$ cat src/rtl/xlate_pkg.sv
package xlate_pkg;
  localparam int FLT_W = 3;
  localparam int KIND_W = 3;

  // access kinds
  localparam logic [KIND_W-1:0] ACC_NORMAL     = 3'd0;
  localparam logic [KIND_W-1:0] ACC_IFETCH     = 3'd1;
  localparam logic [KIND_W-1:0] ACC_ZERO_LINE  = 3'd2;
  localparam logic [KIND_W-1:0] ACC_NV_REG     = 3'd3;
  localparam logic [KIND_W-1:0] ACC_TABLE_WALK = 3'd4;
  localparam logic [KIND_W-1:0] ACC_IC_MAINT   = 3'd5;
  localparam logic [KIND_W-1:0] ACC_ADDR_XLATE = 3'd6;

  // fault codes raised inside the block
  localparam logic [FLT_W-1:0] FLT_NONE     = 3'd0;
  localparam logic [FLT_W-1:0] FLT_ALIGN    = 3'd2;
  localparam logic [FLT_W-1:0] FLT_PERM     = 3'd3;
  localparam logic [FLT_W-1:0] FLT_EXEC_DEV = 3'd4;

  typedef enum logic [2:0] {
    ST_IDLE, ST_S1_REQ, ST_S1_WAIT, ST_S2_REQ,
    ST_S2_WAIT, ST_DBG_REQ, ST_DBG_WAIT, ST_DONE
  } seq_state_e;
endpackage

$ cat src/rtl/xlate_s2_check.sv
module xlate_s2_check
  import xlate_pkg::*;
(
  input  logic [FLT_W-1:0]  walk_fault,
  input  logic              device,
  input  logic              deny,
  input  logic [KIND_W-1:0] kind,
  input  logic              aligned_eff,
  input  logic              table_walk,
  input  logic              walk_protect,
  output logic [FLT_W-1:0]  fault
);
  logic misalign_hit;
  assign misalign_hit = device &&
                        ((!aligned_eff && kind != ACC_IFETCH) || kind == ACC_ZERO_LINE);

  // ordered checks: each applies only when nothing earlier faulted
  always_comb begin
    fault = walk_fault;
    if (fault == FLT_NONE && misalign_hit)
      fault = FLT_ALIGN;
    if (fault == FLT_NONE && deny)
      fault = FLT_PERM;
    if (fault == FLT_NONE && !table_walk && device && kind == ACC_IFETCH)
      fault = FLT_EXEC_DEV;
    if (fault == FLT_NONE && table_walk && walk_protect && device)
      fault = FLT_PERM;
  end
endmodule

$ cat src/rtl/xlate_route.sv
module xlate_route
  import xlate_pkg::*;
(
  input  logic [KIND_W-1:0] kind,
  input  logic [FLT_W-1:0]  s1_fault,
  input  logic [FLT_W-1:0]  post_fault,
  input  logic              s2_present,
  input  logic              virt_en,
  input  logic              dflt_cache,
  output logic              s2_go,
  output logic              dbg_go
);
  logic dbg_exempt;
  assign dbg_exempt = (kind == ACC_TABLE_WALK) || (kind == ACC_IC_MAINT) ||
                      (kind == ACC_ADDR_XLATE);
  assign s2_go  = (s1_fault == FLT_NONE) && (kind != ACC_NV_REG) && s2_present &&
                  (virt_en || dflt_cache);
  assign dbg_go = (post_fault == FLT_NONE) && !dbg_exempt;
endmodule

$ cat src/rtl/xlate_seq.sv
module xlate_seq
  import xlate_pkg::*;
#(
  parameter int VA_W       = 48,
  parameter int PA_W       = 52,
  parameter int OUT_VA_W   = 64,
  parameter int WK_ADDR_W  = 64,
  parameter int SZ_W       = 8,
  parameter int WALK_BYTES = 8
) (
  input  logic                 clk,
  input  logic                 rst_n,
  input  logic                 cfg_s2_present,
  input  logic                 cfg_s2_virt_en,
  input  logic                 cfg_s2_dflt_cache,
  input  logic                 cfg_walk_protect,
  input  logic                 req_valid,
  output logic                 req_ready,
  input  logic [VA_W-1:0]      req_vaddr,
  input  logic [2:0]           req_kind,
  input  logic                 req_write,
  input  logic                 req_aligned,
  input  logic [SZ_W-1:0]      req_size,
  input  logic                 req_ns,
  input  logic                 req_table_walk,
  output logic                 wk_req_valid,
  input  logic                 wk_req_ready,
  output logic                 wk_req_stage2,
  output logic [WK_ADDR_W-1:0] wk_req_addr,
  output logic                 wk_req_ns,
  output logic [2:0]           wk_req_kind,
  output logic                 wk_req_write,
  output logic                 wk_req_aligned,
  output logic [SZ_W-1:0]      wk_req_size,
  output logic                 wk_req_s1walk,
  input  logic                 wk_rsp_valid,
  output logic                 wk_rsp_ready,
  input  logic [PA_W-1:0]      wk_rsp_addr,
  input  logic                 wk_rsp_ns,
  input  logic [2:0]           wk_rsp_fault,
  input  logic                 wk_rsp_device,
  input  logic                 wk_rsp_deny,
  output logic                 dbg_req_valid,
  input  logic                 dbg_req_ready,
  output logic [VA_W-1:0]      dbg_req_vaddr,
  output logic [2:0]           dbg_req_kind,
  output logic                 dbg_req_write,
  output logic [SZ_W-1:0]      dbg_req_size,
  input  logic                 dbg_rsp_valid,
  output logic                 dbg_rsp_ready,
  input  logic [2:0]           dbg_rsp_fault,
  output logic                 res_valid,
  input  logic                 res_ready,
  output logic [PA_W-1:0]      res_paddr,
  output logic                 res_ns,
  output logic [2:0]           res_fault,
  output logic [OUT_VA_W-1:0]  res_vaddr
);
  localparam logic [SZ_W-1:0] WALK_SZ = SZ_W'(WALK_BYTES);

  seq_state_e          state_q;
  logic [KIND_W-1:0]   kind_q;
  logic                write_q, aligned_q, walk_q, ns_q;
  logic [SZ_W-1:0]     size_q;
  logic [VA_W-1:0]     va_q;
  logic [PA_W-1:0]     pa_q;
  logic [FLT_W-1:0]    flt_q;

  logic [FLT_W-1:0]    s2_flt;
  logic [FLT_W-1:0]    rt_s1_fault, rt_post_fault;
  logic [KIND_W-1:0]   rt_kind;
  logic                s2_go, dbg_go;
  logic                aligned_eff;

  assign aligned_eff = walk_q | aligned_q;

  xlate_s2_check u_s2chk (
    .walk_fault   (wk_rsp_fault),
    .device       (wk_rsp_device),
    .deny         (wk_rsp_deny),
    .kind         (kind_q),
    .aligned_eff  (aligned_eff),
    .table_walk   (walk_q),
    .walk_protect (cfg_walk_protect),
    .fault        (s2_flt)
  );

  // route inputs depend on where the decision is being taken
  always_comb begin
    rt_kind       = kind_q;
    rt_s1_fault   = wk_rsp_fault;
    rt_post_fault = wk_rsp_fault;
    case (state_q)
      ST_IDLE: begin
        rt_kind       = req_kind;
        rt_s1_fault   = FLT_NONE;
        rt_post_fault = FLT_NONE;
      end
      ST_S2_WAIT: rt_post_fault = s2_flt;
      default: ;
    endcase
  end

  xlate_route u_route (
    .kind       (rt_kind),
    .s1_fault   (rt_s1_fault),
    .post_fault (rt_post_fault),
    .s2_present (cfg_s2_present),
    .virt_en    (cfg_s2_virt_en),
    .dflt_cache (cfg_s2_dflt_cache),
    .s2_go      (s2_go),
    .dbg_go     (dbg_go)
  );

  always_ff @(posedge clk or negedge rst_n) begin
    if (!rst_n) begin
      state_q   <= ST_IDLE;
      kind_q    <= '0;
      write_q   <= 1'b0;
      aligned_q <= 1'b0;
      walk_q    <= 1'b0;
      ns_q      <= 1'b0;
      size_q    <= '0;
      va_q      <= '0;
      pa_q      <= '0;
      flt_q     <= FLT_NONE;
    end else begin
      case (state_q)
        ST_IDLE: if (req_valid) begin
          kind_q    <= req_kind;
          write_q   <= req_write;
          aligned_q <= req_aligned;
          walk_q    <= req_table_walk;
          size_q    <= req_size;
          va_q      <= req_vaddr;
          pa_q      <= PA_W'(req_vaddr);
          ns_q      <= req_ns;
          flt_q     <= FLT_NONE;
          if (!req_table_walk)  state_q <= ST_S1_REQ;
          else if (s2_go)       state_q <= ST_S2_REQ;
          else if (dbg_go)      state_q <= ST_DBG_REQ;
          else                  state_q <= ST_DONE;
        end
        ST_S1_REQ: if (wk_req_ready) state_q <= ST_S1_WAIT;
        ST_S1_WAIT: if (wk_rsp_valid) begin
          pa_q  <= wk_rsp_addr;
          ns_q  <= wk_rsp_ns;
          flt_q <= wk_rsp_fault;
          if (s2_go)       state_q <= ST_S2_REQ;
          else if (dbg_go) state_q <= ST_DBG_REQ;
          else             state_q <= ST_DONE;
        end
        ST_S2_REQ: if (wk_req_ready) state_q <= ST_S2_WAIT;
        ST_S2_WAIT: if (wk_rsp_valid) begin
          pa_q  <= wk_rsp_addr;
          ns_q  <= wk_rsp_ns;
          flt_q <= s2_flt;
          state_q <= dbg_go ? ST_DBG_REQ : ST_DONE;
        end
        ST_DBG_REQ: if (dbg_req_ready) state_q <= ST_DBG_WAIT;
        ST_DBG_WAIT: if (dbg_rsp_valid) begin
          flt_q   <= dbg_rsp_fault;
          state_q <= ST_DONE;
        end
        ST_DONE: if (res_ready) state_q <= ST_IDLE;
        default: state_q <= ST_IDLE;
      endcase
    end
  end

  assign req_ready      = (state_q == ST_IDLE);
  assign wk_req_valid   = (state_q == ST_S1_REQ) || (state_q == ST_S2_REQ);
  assign wk_req_stage2  = (state_q == ST_S2_REQ);
  assign wk_req_addr    = wk_req_stage2 ? WK_ADDR_W'(pa_q) : WK_ADDR_W'(va_q);
  assign wk_req_ns      = ns_q;
  assign wk_req_kind    = kind_q;
  assign wk_req_write   = write_q;
  assign wk_req_aligned = aligned_eff;
  assign wk_req_size    = walk_q ? WALK_SZ : size_q;
  assign wk_req_s1walk  = walk_q;
  assign wk_rsp_ready   = (state_q == ST_S1_WAIT) || (state_q == ST_S2_WAIT);

  assign dbg_req_valid  = (state_q == ST_DBG_REQ);
  assign dbg_req_vaddr  = va_q;
  assign dbg_req_kind   = kind_q;
  assign dbg_req_write  = write_q;
  assign dbg_req_size   = size_q;
  assign dbg_rsp_ready  = (state_q == ST_DBG_WAIT);

  assign res_valid      = (state_q == ST_DONE);
  assign res_paddr      = pa_q;
  assign res_ns         = ns_q;
  assign res_fault      = flt_q;
  assign res_vaddr      = OUT_VA_W'(va_q);
endmodule

$ cat config.mk
export PLATFORM = sky130hd
export DESIGN_NAME = xlate_seq
export DESIGN_NICKNAME = d
export VERILOG_FILES = /design/src/rtl/xlate_pkg.sv /design/src/rtl/xlate_s2_check.sv /design/src/rtl/xlate_route.sv /design/src/rtl/xlate_seq.sv
export SDC_FILE = /design/constraint.sdc
export NUM_CORES = 1
export LEC_CHECK = 0
export ABC_AREA = 0
export BUFFER_PORTS_ARGS = -buffer_cell sky130_fd_sc_hd__buf_2
export CORE_AREA = 2 2 156 158
export DETAILED_ROUTE_END_ITERATION = 7
export DIE_AREA = 0 0 158 160
export GPL_TIMING_DRIVEN = 0
export MAX_ROUTING_LAYER = met4
export PLACE_DENSITY = 0.63
export SKIP_CTS_REPAIR_TIMING = 1
export SLEW_MARGIN = 5
export SYNTH_ARGS = -nofsm -noshare
export SYNTH_HDL_FRONTEND = slang
export SYNTH_HIERARCHICAL = 1
export SYNTH_SLANG_ARGS = --single-unit
$ cat constraint.sdc
create_clock -name clk -period 3.13 [get_ports clk]
set_input_delay 0.626 -clock clk [delete_from_list [all_inputs] [get_ports clk]]
set_output_delay 0.626 -clock clk [all_outputs]
set_load 0.1 [all_outputs]
# After elaboration in Yosys (flattened, before gate mapping)
# Cells that the tools add are included.
# totals
register_bits	121
latchBits	0
mem_bits_rw	0
mem_bits_ro	0
inputBits	136
out_inout_bits	266
word_cells	103
mem_count	0
# op_classes
n_addsub	0
multipliers	0
n_div	0
order_cmp	0
n_eq_ne	23
n_shift	0
n_mux	32
bitwise	1
reduce_logical	37
# ops
cell	count
$mux 52	3
$pmux 52 s2	1
$mux 3	20
$pmux 3 s8	1
$eq 3x3->1 const B	7
$logic_not 3->1	7
$logic_and 1x1->1	14
$ne 2x2->1 const B	6
$pmux 3 s4	1
$eq 3x2->1 const B	3
$mux 8	1
$reduce_and 8->1	1
$eq 3x1->1 const B	2
$logic_or 1x1->1	6
$ne 2x1->1 const B	3
$pmux 3 s2	1
$reduce_and 5->1	1
$reduce_bool 4->1	1
$logic_not 1->1	3
$ne 3x1->1 const B	1
$ne 3x2->1 const B	1
$reduce_and 3->1	1
$mux 1	2
$mux 2	1
other kinds (5)	5

# Logic depth before layout (Yosys ltp)
# Gate-level depths: netlist of the first run.
# depth
word_depth	28
depth_mapped	12
ltp_nobuf	12

# Hierarchy
# The synthesis of the first run kept the hierarchy.
# modules_own_cells
mod	instances	cells_per_inst	area_each_um2	seq_area_each_um2
xlate_seq	1	536	6851.6	3027.9
xlate_s2_check	1	17	112.6	0.0
xlate_route	1	4	45.0	0.0

# Worst setup path before layout of the first run
# OpenSTA, ideal clock, no wires.
# synth_timing
path_kind	register -> output
start	register state_q[0]
end	output wk_req_addr[48]
arrival_time_ns	3.531
slack_ns	-1.027
stages_incl_launch_ff	5
cell_sequence	dfrtp_1 inv_2 nor2_1 nand2_1 nor2_1
# synth_between
elab_chain_cells	2
# synth_rtl
element	line	text
from (decl)	xlate_seq.sv:61	seq_state_e state_q;
from (signal assigned)	xlate_seq.sv:158	state_q <= dbg_go ? ST_DBG_REQ : ST_DONE;
$eq 3x2->1	xlate_seq.sv:173	assign wk_req_stage2 = (state_q == ST_S2_REQ);
$mux 52	xlate_seq.sv:174	assign wk_req_addr = wk_req_stage2 ? WK_ADDR_W'(pa_q) : WK_ADDR_W'(va_q);
to (decl)	xlate_seq.sv:29	output logic [WK_ADDR_W-1:0] wk_req_addr,
# No other way between the ends.

# Worst setup path in the final report of the first run
# layout_timing
start	register state_q[0]
end	output wk_req_addr[46]
# Same word-level chain as after synthesis.

==> run_results.csv, run 1 <==
group,metric,value,unit
die,die_w,158,um
setup_path,reg2regPathDepth,12,
logic_synthesis,postSynthCellCount,557,
drt,ant_nets,0,
setup_path,crit_chain,"inv_2 -> nor2_4 -> nand2_2 -> inv_4 -> buf_6 -> buf_8 -> mux2_2 -> buf_2",
sta,fin_crit_sh,96.38,%
drt,first_iter_violations,158,
status,outcome,"completed",
die,rows,57,
sta,max_clock_freq,331.5,MHz
clock_network,htreeDepth,4,
placed_design,dp_slack,0.2431,ns
die,core_area,0.02382,sq mm
cells_and_area,area_growth,44.25,%
logic_synthesis,synth_top_area_cell,"dfrtp_1",
drt,wl_per_cell,16.58,um
clock_network,numClockSinks,121,
setup_path,worstPathRequired,2.50,ns
setup_path,cpMaxStageDelayCell,"dfrtp_2",
sta,fin_crit,3.017,ns
logic_synthesis,yosys_warnings,6,
global_routing,grt_max_degree,64,
sta,worst_slew_pin_slew,0.6206,ns
run,max-cap-violations,0,
logic_synthesis,seq_area_frac_synth,43.20,%
logic_synthesis,avgSynthCellArea,12.58,sq um
setup_path,worst-path-stages,8,
setup_path,crit_buf_inv,5,
cells_and_area,nFillCells,2357,
clock_network,cts_made_buffers,17,
die,die_height,160,um
sta,setup_viol,0,
die,start_util,29.43,%
global_routing,grt_overflow_total,0,
logic_synthesis,synth_cell_type_count,43,
global_routing,grt_pass1_vias,5730,
setup_path,cp_top_family,"buffers and inverters",
cells_and_area,nets,1113,
logic_synthesis,async_flop_share,100.0,%
global_routing,antenna_found_initial,1,
placed_design,io_buffers,373,
setup_path,worstPathArrival,2.39,ns
die,ioPinCount,402,
drt,wl_met2,11030,um
clock_network,clock_path_buffers,2,
drt,via_count,5733,
logic_synthesis,netlist_area,0.007009,sq mm
drt,met1_length,9156,um
worst_hold_path,hold_path.class,"primary input to async pin",
logic_synthesis,synth_top_area_share,43.20,%
logic_synthesis,synth_area_leaders,"dfrtp_1 (43%), mux2_2 (33%), buf_4 (10%)",
sta,fin_skew,0.01275,ns
global_routing,grt.total_usage,17.49,%
sta,fin_setup_tns,0,ns
clock_network,cts_tree,"built",
global_routing,grt_pass1_wl,32730,um
drt,drt-total-wl,21780,um
drt,topRoutingLayerUsed,"met4",
drt,via_per_inst,4.363,
sta,setup_ws,0.1134,ns
placed_design,gp_congestion,0.7827,
clock_network,cts_root_buffer,"clkbuf_16",
drt,drc,0,
logic_synthesis,yosys_register_bits,121,
logic_synthesis,synth.most_common_cell,"mux2_2",
placed_design,dp_hpwl,16700,um
sta,hold_violations,0,
clock_network,insertion_delay,0.41,ns
setup_path,worstSetupStartpoint,"state_q[0]",
setup_path,rr_startpoint,"wk_req_s1walk",
die,dieArea,0.02528,sq mm
logic_synthesis,ys.flop_type,"dfrtp_1",
drt,wl_met3,1375,um
setup_path,slowest_delay,0.44,ns
cells_and_area,drive_gt1_share,75.53,%
logic_synthesis,synth_common_cells,"mux2_2 (205), dfrtp_1 (121), buf_4 (96), nand2_1 (19), nor2_1 (12)",
clock_network,clk_pin_slew,0.07,ns
setup_path,start_kind,"register",
logic_synthesis,synth-edff-count,0,
sta,slew_headroom,58.63,%
sta,rsz0062_at_grt,"false",
drt,dr.pass1.iters,4,
sta,drv_slew,0,
setup_path,endpoint_kind,"output port",
setup_path,cp_max_fo,10,
setup_path,crit_type,"register to output port",
cell type report:
type	instances	area (sq um)	area share [%]
well taps	324	405.4	4.009
diodes	1	2.502	0.02475
multi-input cells	346	3249	32.14
flip-flops and latches	121	3030	29.97
clock inverters	13	195.2	1.930
clock buffers	18	439.2	4.344
inverters	8	32.53	0.3217
repair buffers	374	1918	18.97
plain buffers	109	838.3	8.291
worst paths after layout:
path	slack, ns	to
worst max-delay path	0.11	wk_req_addr[46]
worst min-delay path	0.19	res_paddr[9]
worst max register to register	0.37	state_q[1]
worst min register to register	0.50	res_fault[1]
max in group asynchronous	2.20	wk_req_s1walk
min in group clk	0.45	dbg_req_size[7]
sequential cells by signal (all words and copies together), names as in the netlist:
name	cells
aligned_q	1
dbg_req_kind	3
dbg_req_size	8
dbg_req_vaddr	48
dbg_req_write	1
res_fault	3
res_ns	1
res_paddr	52
state_q	3
wk_req_s1walk	1
metal layers:
| metal | track usage, % | vias to the layer above |
|---|---|---|
| met2 | 30.12 | 263 |
| met3 | 3.501 | 13 |
| met4 | 4.259 | 0 |
| met1 | 20.92 | 2746 |
| li1 | - | 2711 |
| met5 | - | - |
per-stage QoR:
stage,cell area (sq um),utilization (%),std cells,hold WS [ns]
2_1_floorplan,7142,-,584,0.3304
3_3_place_gp,9414,39.52,1281,0.4868
3_5_place_dp,9448,39.66,1282,0.4969
4_1_cts,10080,42.33,1313,0.2011
5_1_grt,10110,42.44,1313,0.2278
6_report,10110,42.45,1314,0.1922
kinds of logic (layout without fill, tap and decap cells):
| kind of cell | after synthesis | in the layout | share of synthesized area, % |
|---|---|---|---|
| buffers and inverters | 117 | 522 | 12.35 |
| other | 1 | 29 | 0.05350 |
| muxes | 224 | 224 | 36.08 |
| DFF | 121 | 121 | 43.20 |
| xor gates and xnor gates | 1 | 1 | 0.1250 |
| and+or+nand+nor | 58 | 58 | 4.534 |
| AOI/OAI and AO/OA | 35 | 35 | 3.659 |
cells in the final DEF, fill, tap and decap left out, drive strengths merged, types with 2 or more instances in the layout:
| cell | n |
|---|---|
| nor2b | 10 |
| inv | 9 |
| o211ai | 2 |
| clkinvlp | 3 |
| and2 | 2 |
| a21o | 3 |
| o21ai | 9 |
| a21oi | 9 |
| bufinv | 4 |
| conb | 28 |
| a2111oi | 2 |
| and2b | 2 |
| dfrtp | 121 |
| a211oi | 3 |
| nor2 | 14 |
| buf | 473 |
| mux2i | 10 |
| mux2 | 214 |
| nand2 | 19 |
| o221a | 2 |
| or2 | 3 |
| nor3b | 2 |
| clkbuf | 28 |
| clkinv | 5 |
Power of run 1 is not shown: default switching activity piles up to over one toggle a cycle in this logic, so the estimate is an artifact.
==> run 2: changes to the inputs <==
CELL_PAD_IN_SITES_DETAIL_PLACEMENT = 2   (was not set)
CELL_PAD_IN_SITES_GLOBAL_PLACEMENT = 2   (was not set)
CORE_AREA = 2 2 168 170   (was 2 2 156 158)
DIE_AREA = 0 0 170 172   (was 0 0 158 160)
PLACE_DENSITY = 0.84   (was 0.63)
SETUP_SLACK_MARGIN = 0.1   (was not set)
==> run 2 against run 1 <==
Against the previous run:
- critical path depth down 3
- flip-flop and latch count stayed put
- critical path type unchanged
- first-iteration DRC count grew 2.5%
- design area rose by 0.67%
- hold slack worse by 0.041 ns
- utilization fell by 5.4 points
- die area is 16% higher
- worst setup slack better by 0.12 ns
- clock skew hardly changed
- register-to-register slack gained 0.03 ns
- largest cell class unchanged
- count of clock-buffer cells in the layout down 1
==> run_results.csv, run 2 (synthesis results as in run 1) <==
group,metric,value,unit
setup_path,reg2reg_to,"state_q[1]",
global_routing,antenna_found_initial,2,
die,rows,61,
die,die_w,170,um
global_routing,grt.total_usage,18.29,%
die,ioPinCount,402,
drt,drt-total-wl,26580,um
die,die_height,172,um
setup_path,rr_startpoint,"wk_req_s1walk",
drt,ant_nets,0,
setup_path,crit_type,"register to output port",
placed_design,gp_congestion,0.7978,
cells_and_area,design_area,0.01018,sq mm
placed_design,dpl_cell_area,0.009512,sq mm
clock_network,cts_made_buffers,17,
drt,first_iter_violations,162,
setup_path,reg2regPathDepth,12,
die,core_area,0.02748,sq mm
sta,hold_slack,0.1517,ns
clock_network,clock_path_buffers,2,
clock_network,htreeDepth,4,
sta,setup_viol,0,
sta,drv_slew,0,
sta,hold_violations,0,
sta,slew_headroom,62.26,%
setup_path,worstSetupStartpoint,"state_q[2]",
cells_and_area,drive_gt1_share,75.51,%
drt,wl_per_cell,19.88,um
sta,fin_crit,2.892,ns
setup_path,worstPathRequired,2.50,ns
die,start_util,25.51,%
setup_path,start_kind,"register",
global_routing,grt_overflow_total,0,
setup_path,cp_max_fo,10,
cells_and_area,area_growth,45.22,%
clock_network,insertion_delay,0.42,ns
sta,rsz0062_at_grt,"false",
cells_and_area,most-common-layout-cells,"buf_2 (362), mux2_2 (197), dfrtp_1 (119)",
drt,dr.pass1.iters,4,
sta,fin_skew,0.01241,ns
run,max-cap-violations,0,
sta,fin_crit_sh,92.39,%
global_routing,grt_pass1_wl,39160,um
placed_design,dp_hpwl,21070,um
clock_network,numClockSinks,121,
status,outcome,"completed",
setup_path,endpoint_kind,"output port",
cells_and_area,nets,1113,
die,dieArea,0.02924,sq mm
cells_and_area,mostFrequentLayoutCell,"buf_2",
setup_path,worstPathArrival,2.27,ns
sta,worst_slew_pin_slew,0.5662,ns
drt,via_count,5897,
placed_design,io_buffers,373,
global_routing,grt_pass1_vias,6446,
sta,max_clock_freq,345.8,MHz
cells_and_area,largest_reg_flops,52,
clock_network,cts_root_buffer,"clkbuf_16",
drt,via_per_inst,4.411,
setup_path,reg2reg_slack,0.40,ns
clock_network,cts_tree,"built",
drt,drc,0,
global_routing,grt_max_degree,69,
clock_network,clk_pin_slew,0.07,ns
worst_hold_path,hold_path.class,"primary input to async pin",
## run 2: cell count changes in the layout (fill, tap and decap cells not counted), sizes merged
cell / delta
diode: +2
buf: +5
inv: +2
clkbuf: -6
clkinv: -2
## run 2: cell type report
class	instances	area [sq um]
fill	2979	17300
multi-input combinational	346	3291
sequential	121	3030
timing repair buffer	374	1928
buffer	109	838.3
tap	346	432.9
clock buffer	17	425.4
clock inverter	13	195.2
inverter	8	30.03
antenna	3	7.507
## run 2: worst max path at each step
stage,endpoint,slack (ns)
finish,wk_rsp_ready,0.24
global route,wk_req_addr[41],0.12
CTS,wk_req_addr[41],-0.28
detailed placement,wk_req_addr[41],0.18
global placement,wk_req_s1walk,-0.55
floorplan,wk_req_size[0],0.15
## run 2: critical path: stages (launching register included)
cell,delay (ns)
dfrtp_1,0.38
buf_6,0.15
xnor2_1,0.15
nor2_4,0.37
buf_4,0.32
buf_2,0.47
## run 2: metal layers
metal	up-vias	share of wire (%)	routed length (um)	GRT usage, %
met5	-	0	0	-
met4	0	1.2	308	4.274
met3	17	6.3	1668	4.440
met2	244	54	14240	33.38
met1	2948	39	10370	20.17
li1	2688	-	-	-
## run 2: through the flow
stage	std cells	setup slack, ns	setup TNS (ns)	utilization (%)
after global placement	1303	-0.5548	-39.63	34.49
final	1337	0.2381	0	37.04
after floorplan	584	0.1450	0	-
after CTS	1334	-0.2767	-8.030	36.88
after detailed placement	1304	0.1781	0	34.62
after global routing	1336	0.1159	0	37.04
Power of run 2 is left out for the same reason.
==> run 3: changes to the inputs <==
CORE_AREA = 2 2 165 167   (was 2 2 168 170)
CTS_BUF_LIST = sky130_fd_sc_hd__clkbuf_4   (was not set)
DIE_AREA = 0 0 167 169   (was 0 0 170 172)
PLACE_DENSITY = 0.86   (was 0.84)
==> run 3 against run 2 <==
Against the previous run:
- first-iteration DRC count decreased by 31%
- largest cell class unchanged
- design area down 0.80%
- global-route usage increased by 0.73 points
- via count increased by 1.5%
- count of clock-buffer cells in the layout increased by 1
- critical path type unchanged
- non-clock buffer count is 9 higher
- die area shrank 3.5%
- wire length up 0.47%
- register-to-register slack about the same
- fmax is 0.22% higher
- utilization is 1.1 points higher
==> run_results.csv, run 3 (synthesis results as in run 1) <==
group,metric,value,unit
setup_path,rr_startpoint,"wk_req_s1walk",
cells_and_area,multiInputGateArea,0.003299,sq mm
cells_and_area,most-common-layout-cells,"buf_2 (342), mux2_2 (197), dfrtp_1 (119)",
setup_path,crit_type,"register to output port",
setup_path,cp_max_fo,10,
setup_path,worstPathRequired,2.50,ns
placed_design,io_buffers,373,
drt,drc,0,
drt,first_iter_violations,111,
setup_path,start_kind,"register",
die,rows,60,
setup_path,endpoint_kind,"output port",
die,start_util,26.45,%
cells_and_area,fin_cells,1341,
clock_network,numClockSinks,121,
sta,hold_slack,0.04277,ns
sta,slew_headroom,59.33,%
cells_and_area,area_growth,44.06,%
global_routing,grt_pass1_vias,6638,
drt,dr.pass1.iters,4,
global_routing,antenna_found_initial,2,
cells_and_area,nFillCells,2909,
setup_path,worstSetupStartpoint,"state_q[2]",
global_routing,grt.total_usage,19.02,%
clock_network,cts_made_buffers,17,
sta,fin_skew,0.02964,ns
cells_and_area,drive_gt1_share,75.95,%
sta,fin_setup_tns,0,ns
sta,fin_crit,2.885,ns
cells_and_area,seq_area,0.003030,sq mm
placed_design,dpl.cell_count,1299,
setup_path,reg2regPathDepth,12,
sta,rsz0062_at_grt,"true",
status,outcome,"completed",
run,max-cap-violations,0,
cells_and_area,largest_reg_flops,52,
placed_design,dp_hpwl,21140,um
die,dieArea,0.02822,sq mm
die,ioPinCount,402,
worst_hold_path,hold_path.class,"primary input to async pin",
sta,fin_crit_sh,92.19,%
global_routing,grt_overflow_total,0,
drt,via_per_inst,4.462,
clock_network,insertion_delay,0.52,ns
clock_network,cts_root_buffer,"clkbuf_4",
sta,hold_violations,0,
die,die_height,169,um
sta,max_clock_freq,346.6,MHz
placed_design,gp_congestion,0.7619,
drt,ant_nets,0,
clock_network,htreeDepth,4,
die,core_area,0.02650,sq mm
setup_path,worstPathArrival,2.26,ns
cells_and_area,mostFrequentLayoutCell,"buf_2",
drt,drt-total-wl,26710,um
global_routing,grt_max_degree,64,
global_routing,grt_pass1_wl,39920,um
clock_network,clk_pin_slew,0.15,ns
cells_and_area,nets,1122,
sta,drv_slew,0,
sta,worst_slew_pin_slew,0.6101,ns
sta,setup_viol,0,
drt,wl_per_cell,19.92,um
die,die_w,167,um
clock_network,clock_path_buffers,2,
drt,via_count,5984,
clock_network,cts_tree,"built",
cells_and_area,fin_util,38.10,%
-- run 3: cell count changes in the layout (fill, tap and decap cells not counted), sizes merged --
cell      delta
buf          +3
bufinv       +1
clkbuf       +7
clkinvlp     -1
diode        -1
-- run 3: stage by stage --
stage | setup slack [ns] | area, sq um
global route | 0.1027 | 10100
CTS | -0.5548 | 9858
detailed placement | 0.09180 | 9505
finish | 0.2445 | 10100
global placement | -0.5314 | 9472
floorplan | 0.1450 | 7178
-- run 3: final cells by class --
| cell class | instances | area share, % |
|---|---|---|
| multi-input combinational | 346 | 32.68 |
| sequential | 121 | 30.01 |
| timing repair buffer | 384 | 20.71 |
| buffer | 108 | 8.488 |
| tap | 341 | 4.226 |
| clock inverter | 13 | 2.156 |
| clock buffer | 18 | 1.338 |
| inverter | 8 | 0.3470 |
| antenna | 2 | 0.04957 |
-- run 3: worst max-delay path, stage by stage (launching register included) --
cell and delay [ns]:
dfrtp_1 0.40, buf_6 0.15, nor2_4 0.15, nand2_8 0.12, inv_6 0.11, buf_12 0.14, buf_12 0.15, mux2_4 0.31
buf_6 0.18
-- run 3: per-layer routing --
metal	GRT usage, %	part of all wire, %	vias to the layer above
met4	4.198	0.89	0
met1	20.11	37	3017
met2	35.87	56	237
met5	-	0	-
met3	4.513	5.6	15
li1	-	-	2715
-- run 3: final timing paths --
| check | endpoint | slack, ns |
|---|---|---|
| max in group asynchronous | dbg_req_vaddr[40] | 2.29 |
| min reg2reg | res_fault[1] | 0.53 |
| max reg2reg | state_q[1] | 0.39 |
| max | wk_req_addr[43] | 0.24 |
| min | dbg_req_vaddr[4] | 0.04 |
| min in group clk | dbg_req_write | 0.33 |
Power of run 3 is left out for the same reason.
